[config.mk]
export PLATFORM = sky130hd
export DESIGN_NAME = chan_fifo_dma
export DESIGN_NICKNAME = d
export VERILOG_FILES = /design/src/rtl/cfd_pkg.sv /design/src/rtl/cfd_sync_fifo.sv /design/src/rtl/cfd_ready_gen.sv /design/src/rtl/chan_fifo_dma.sv
export SDC_FILE = /design/constraint.sdc
export NUM_CORES = 1
export LEC_CHECK = 0
export ABC_AREA = 1
export CAP_MARGIN = 30
export CORE_UTILIZATION = 55
export DETAILED_ROUTE_END_ITERATION = 8
export GPL_ROUTABILITY_DRIVEN = 1
export HOLD_SLACK_MARGIN = 0.08
export PLACE_DENSITY = 0.76
export SLEW_MARGIN = 20
export SYNTH_ARGS = -nofsm -noshare
export SYNTH_HDL_FRONTEND = slang
export SYNTH_HIERARCHICAL = 1
export SYNTH_SLANG_ARGS = --single-unit
[constraint.sdc]
create_clock -name clk -period 2.3 [get_ports clk]
set_clock_uncertainty 0.15 [all_clocks]
set_input_delay 0.46 -clock clk [delete_from_list [all_inputs] [get_ports clk]]
set_output_delay 0.46 -clock clk [all_outputs]
set_load 0.01 [all_outputs]
[src/rtl/cfd_pkg.sv]
package cfd_pkg;

  typedef enum logic [1:0] {
    TRIG_1  = 2'd0,
    TRIG_4  = 2'd1,
    TRIG_8  = 2'd2,
    TRIG_14 = 2'd3
  } trig_sel_e;

  function automatic int unsigned trig_level(input logic [1:0] sel);
    case (trig_sel_e'(sel))
      TRIG_1:  return 1;
      TRIG_4:  return 4;
      TRIG_8:  return 8;
      default: return 14;
    endcase
  endfunction

endpackage

[src/rtl/cfd_sync_fifo.sv]
module cfd_sync_fifo #(
  parameter int W     = 8,
  parameter int DEPTH = 16,
  localparam int AW   = (DEPTH > 1) ? $clog2(DEPTH) : 1,
  localparam int CW   = $clog2(DEPTH + 1)
) (
  input  logic          clk,
  input  logic          rst,
  input  logic          clr,
  input  logic          push,
  input  logic [W-1:0]  wdata,
  input  logic          pop,
  output logic [W-1:0]  rdata,
  output logic [CW-1:0] count,
  output logic          full,
  output logic          empty
);

  logic [W-1:0]  mem [DEPTH];
  logic [AW-1:0] wp, rp;
  logic          wr_ok, rd_ok;

  assign full  = (count == CW'(DEPTH));
  assign empty = (count == '0);
  assign wr_ok = push && !full && !clr;
  assign rd_ok = pop && !empty && !clr;

  function automatic logic [AW-1:0] bump(input logic [AW-1:0] p);
    return (p == AW'(DEPTH - 1)) ? '0 : p + 1'b1;
  endfunction

  always_ff @(posedge clk) begin
    if (wr_ok) mem[wp] <= wdata;
  end

  always_ff @(posedge clk) begin
    if (rd_ok) rdata <= mem[rp];
  end

  always_ff @(posedge clk) begin
    if (rst || clr) begin
      wp    <= '0;
      rp    <= '0;
      count <= '0;
    end else begin
      if (wr_ok) wp <= bump(wp);
      if (rd_ok) rp <= bump(rp);
      case ({wr_ok, rd_ok})
        2'b10:   count <= count + 1'b1;
        2'b01:   count <= count - 1'b1;
        default: count <= count;
      endcase
    end
  end

  assert_count_bound_R2: assert property (@(posedge clk) disable iff (rst)
    count <= CW'(DEPTH));

  assert_full_drop_R3: assert property (@(posedge clk) disable iff (rst)
    (push && full && !pop && !clr) |=> $stable(count));

endmodule

[src/rtl/cfd_ready_gen.sv]
module cfd_ready_gen import cfd_pkg::*; #(
  parameter int DEPTH = 16,
  localparam int CW   = $clog2(DEPTH + 1)
) (
  input  logic          clk,
  input  logic          rst,
  input  logic          fifo_en,
  input  logic          dma_mode,
  input  logic [1:0]    trig_sel,
  input  logic [CW-1:0] tx_cnt,
  input  logic [CW-1:0] rx_cnt,
  input  logic          tx_evt,
  input  logic          rx_evt,
  input  logic          ser_busy,
  output logic          txrdy_n,
  output logic          rxrdy_n,
  output logic          irq,
  output logic          tx_space,
  output logic          tx_idle
);

  logic          block_mode;
  logic [CW-1:0] trig;
  logic          rx_hit;

  assign block_mode = fifo_en && dma_mode;
  assign trig       = CW'(trig_level(trig_sel));
  assign rx_hit     = (rx_cnt >= trig);

  always_ff @(posedge clk) begin
    if (rst) begin
      txrdy_n  <= 1'b0;
      rxrdy_n  <= 1'b1;
      irq      <= 1'b0;
      tx_space <= 1'b1;
      tx_idle  <= 1'b1;
    end else begin
      if (block_mode) begin
        txrdy_n <= (tx_cnt >= CW'(DEPTH));
        rxrdy_n <= !rx_hit;
        irq     <= rx_hit;
      end else begin
        txrdy_n <= (tx_cnt != '0);
        rxrdy_n <= (rx_cnt == '0);
        irq     <= tx_evt || rx_evt;
      end
      tx_space <= (tx_cnt < CW'(DEPTH));
      tx_idle  <= (tx_cnt == '0) && !ser_busy;
    end
  end

  assert_txrdy_block_R8: assert property (@(posedge clk) disable iff (rst)
    (fifo_en && dma_mode && tx_cnt < CW'(DEPTH)) |=> !txrdy_n);

  assert_rxrdy_char_R6: assert property (@(posedge clk) disable iff (rst)
    (!(fifo_en && dma_mode) && rx_cnt == '0) |=> rxrdy_n);

endmodule

[src/rtl/chan_fifo_dma.sv]
module chan_fifo_dma #(
  parameter int DATA_W = 8,
  parameter int DEPTH  = 16,
  localparam int CW    = $clog2(DEPTH + 1)
) (
  input  logic              clk,
  input  logic              rst,
  input  logic              fifo_en,
  input  logic              dma_mode,
  input  logic [1:0]        rx_trig,
  input  logic              tx_clr,
  input  logic              rx_clr,
  input  logic              host_wr,
  input  logic [DATA_W-1:0] host_wdata,
  input  logic              host_rd,
  output logic [DATA_W-1:0] host_rdata,
  input  logic              ser_tx_pop,
  output logic [DATA_W-1:0] ser_tx_data,
  input  logic              ser_busy,
  input  logic              ser_rx_push,
  input  logic [DATA_W-1:0] ser_rx_data,
  output logic              txrdy_n,
  output logic              rxrdy_n,
  output logic              irq,
  output logic              tx_space,
  output logic              tx_idle,
  output logic              rx_overrun
);

  logic [CW-1:0] tx_cnt, rx_cnt;
  logic          tx_full, tx_empty, rx_full, rx_empty;
  logic          tx_evt, rx_evt;

  cfd_sync_fifo #(.W(DATA_W), .DEPTH(DEPTH)) u_tx_q (
    .clk(clk), .rst(rst), .clr(tx_clr),
    .push(host_wr), .wdata(host_wdata),
    .pop(ser_tx_pop), .rdata(ser_tx_data),
    .count(tx_cnt), .full(tx_full), .empty(tx_empty)
  );

  cfd_sync_fifo #(.W(DATA_W), .DEPTH(DEPTH)) u_rx_q (
    .clk(clk), .rst(rst), .clr(rx_clr),
    .push(ser_rx_push), .wdata(ser_rx_data),
    .pop(host_rd), .rdata(host_rdata),
    .count(rx_cnt), .full(rx_full), .empty(rx_empty)
  );

  assign tx_evt = ser_tx_pop && !tx_empty && !tx_clr;
  assign rx_evt = ser_rx_push && !rx_full && !rx_clr;

  always_ff @(posedge clk) begin
    if (rst || rx_clr) rx_overrun <= 1'b0;
    else if (ser_rx_push && rx_full) rx_overrun <= 1'b1;
  end

  cfd_ready_gen #(.DEPTH(DEPTH)) u_ready (
    .clk(clk), .rst(rst), .fifo_en(fifo_en), .dma_mode(dma_mode),
    .trig_sel(rx_trig), .tx_cnt(tx_cnt), .rx_cnt(rx_cnt),
    .tx_evt(tx_evt), .rx_evt(rx_evt), .ser_busy(ser_busy),
    .txrdy_n(txrdy_n), .rxrdy_n(rxrdy_n), .irq(irq),
    .tx_space(tx_space), .tx_idle(tx_idle)
  );

  assert_overrun_set_R4: assert property (@(posedge clk) disable iff (rst)
    (ser_rx_push && rx_full && !rx_clr) |=> rx_overrun);

  assert_overrun_sticky_R4: assert property (@(posedge clk) disable iff (rst)
    (rx_overrun && !rx_clr) |=> rx_overrun);

endmodule

==> impl_results.md <==
* Status: complete, no violations
* DR pass1 iterations at 5
* Area of the multi-input gates at 0.00372 sq mm
* Area growth, synth to finish at 16.3%
* CTS tree: done
* Leakage power at 6.83 nW
* Remaining global-route overflow at 0
* Chip width at 159 um
* CTS Root Cell: clkbuf_16
* Initial antenna violation count at 0
* Post-DP HPWL at 18,500 um
* Layout cells sized above 1 at 0.0919
* IO buf count at 50
* 1st-iter DRT viols at 739
* Worst-path clk slew at 0.06 ns
* Max incr delay on CP at 0.37 ns
* Register area at 0.00881 sq mm
* Number of global-route vias before repair at 9,303
* Synth Net Count at 1,454
* Hold Path Class: register to register
* Core area at 0.0242 sq mm
* Post-route ant nets at 0
* Minimum clock period at 2.14 ns
* Final Hold Vio Count at 0
* Largest net degree at the start of global routing at 65
* Final setup viols at 0
* Setup_tns at 0 ns
* Vias at 9,482
* Critical-path maximum fanout at 5
* IO Count at 51
* Max-Cap Viols at 0
* Placed cell area at 0.0148 sq mm
* CP startpoint kind: register
* Final net count at 1,566
* Starting Density at 0.558
* Period utilisation layout at 0.931
* Fmax at 467 MHz
* Drt total wl at 28,700 um
* Slew HR at 0.430
* Syn Area/Cell at 9.67 sq um
* Post-DR vias/cell at 5.10
* Filler Cell Count at 1,833
* GRT Util Overall at 0.229
* Final Util at 0.649
* Synth Cell Area at 0.0135 sq mm
* CP required at 2.58 ns
* Hold_buf cts at 0
* CP Class: register to register
* Routability cong. at 0.841
* Antenna Cells at 0
* Worst-margin pin slew at 0.855 ns
* Ys Warns at 6
* Arrival @ worst endpoint at 2.42 ns
* Std cell rows at 57
* Final Max Slew Viols at 0
* Die Y at 159 um
* Clk sink count at 304
* Final worst setup slack at 0.158 ns
* Slowest cell on the critical path: dfxtp_1
* DRC at 0
* Finished Cell Area at 0.0157 sq mm
* PD cells at 715 mW/mm^2
* CTS max path bufs at 3
* Die ar. at 0.0253 sq mm
* CP delay by family, top: simple AND/OR/NAND/NOR gates
* Wire per inst at 15.5 um
* First-pass GRT wire length at 46,100 um
* Worst path cell trace: nor2_2 > nand3_1 > nand2_1 > inv_1 > ha_2 > ha_1 > nand3_1 > nand3_1 > nand2_1 > nand2_1 > o21ai_0 > inv_1
* H-tree levels at 1
* Number of CTS-inserted buffers at 29
* Worst setup EP type: register
* Buf/Inv on CP at 2
* Unrepaired setup endpoints after global routing: false
* Worst-skew pair later-pin latency at 0.55 ns
* Post-Synthesis Cells at 1,401
* Worst vdd ir at 0.000683 V
* Pre-CTS setup slack at -0.332 ns
[cell type report]
class                           count  share of cell area
Multi-Input combinational cell    838               0.236
Sequential cell                   304               0.560
Clock buffer                       34              0.0473
Timing Repair Buffer              127              0.0709
Tap cell                          324              0.0257
Inverter                          213              0.0508
Clock inverter                     18             0.00930
[sequential cells by signal, summed over array words and instances (netlist names)]
signal and flops:
u_rx_q/mem 128, u_tx_q/mem 128, u_rx_q/rdata 8, u_tx_q/rdata 8, u_rx_q/count 5, u_tx_q/count 5, u_rx_q/rp 4, u_rx_q/wp 4
u_tx_q/rp 4, u_tx_q/wp 4, rx_overrun 1, u_ready/irq 1, u_ready/rxrdy_n 1, u_ready/tx_idle 1, u_ready/tx_space 1, u_ready/txrdy_n 1
[timing repair]
| action | 4_1_cts | 5_1_grt |
|---|---|---|
| setup buffers | 0 | 0 |
| setup endpoints to repair | 0 | 4 |
| resized for setup | 0 | 8 |
[report_power, final]
group	total, mW	switching (mW)	internal [mW]
combinational	0.656	0.406	0.250
sequential	6.11	0.0328	6.08
clock	4.48	1.95	2.53
[through the flow]
| step | std cells | hold slack [ns] | power (mW) |
|---|---|---|---|
| finish | 1858 | 0.337 | 11.3 |
| global route | 1858 | 0.358 | 11.6 |
| CTS | 1858 | 0.344 | 11.3 |
| detailed placement | 1806 | 0.330 | 6.88 |
| global placement | 1806 | 0.320 | 6.86 |
| floorplan | 1401 | 0.280 | 6.56 |
[placed cells by master, fill, tap and decap left out, types with 2 or more instances in the layout]
cell	n
inv_2	5
nand2_1	491
clkinvlp_4	2
or2_2	2
clkbuf_16	29
dfxtp_2	3
edfxtp_1	272
inv_1	206
nand2_2	2
clkbuf_1	5
clkinv_4	2
nor3b_1	2
ha_1	21
buf_4	74
nand3_1	136
clkinv_1	10
buf_12	3
a21oi_1	13
dfxtp_1	29
nor2_2	6
nand4_1	2
o21ai_0	22
nor2_1	110
bufinv_16	2
clkinv_2	3
o21ai_1	12
nand3_2	5
fa_1	2
xnor2_1	2
clkdlybuf4s50_1	50
xor2_1	6
[per-layer routing]
| metal | up-vias | global-route usage | routed length (um) | part of all wire |
|---|---|---|---|---|
| li1 | 4695 | - | - | - |
| met1 | 4409 | 0.276 | 11200 | 0.39 |
| met2 | 311 | 0.419 | 14800 | 0.51 |
| met3 | 67 | 0.0290 | 1720 | 0.060 |
| met4 | 0 | 0.0896 | 981 | 0.034 |
| met5 | - | 0 | 0 | 0 |
[worst paths after layout]
| kind | depth (start not counted) | to | start | slack [ns] |
|---|---|---|---|---|
| setup / recovery | 12 | u_rx_q/count[3] | u_rx_q/count[2] | 0.16 |
| hold / removal | 1 | u_ready/tx_space | u_tx_q/count[4] | 0.34 |
| hold reg to reg | 1 | u_ready/tx_space | u_tx_q/count[4] | 0.34 |
| setup reg to reg | 12 | u_rx_q/count[3] | u_rx_q/count[2] | 0.16 |
[worst register-to-register path: stages, from the launching register on]
cell	delay (ns)
dfxtp_1	0.37
nor2_2	0.15
nand3_1	0.13
nand2_1	0.11
inv_1	0.06
ha_2	0.22
ha_1	0.34
nand3_1	0.11
nand3_1	0.09
nand2_1	0.07
nand2_1	0.05
o21ai_0	0.14
inv_1	0.05
Power figures use the tool's default switching activity.
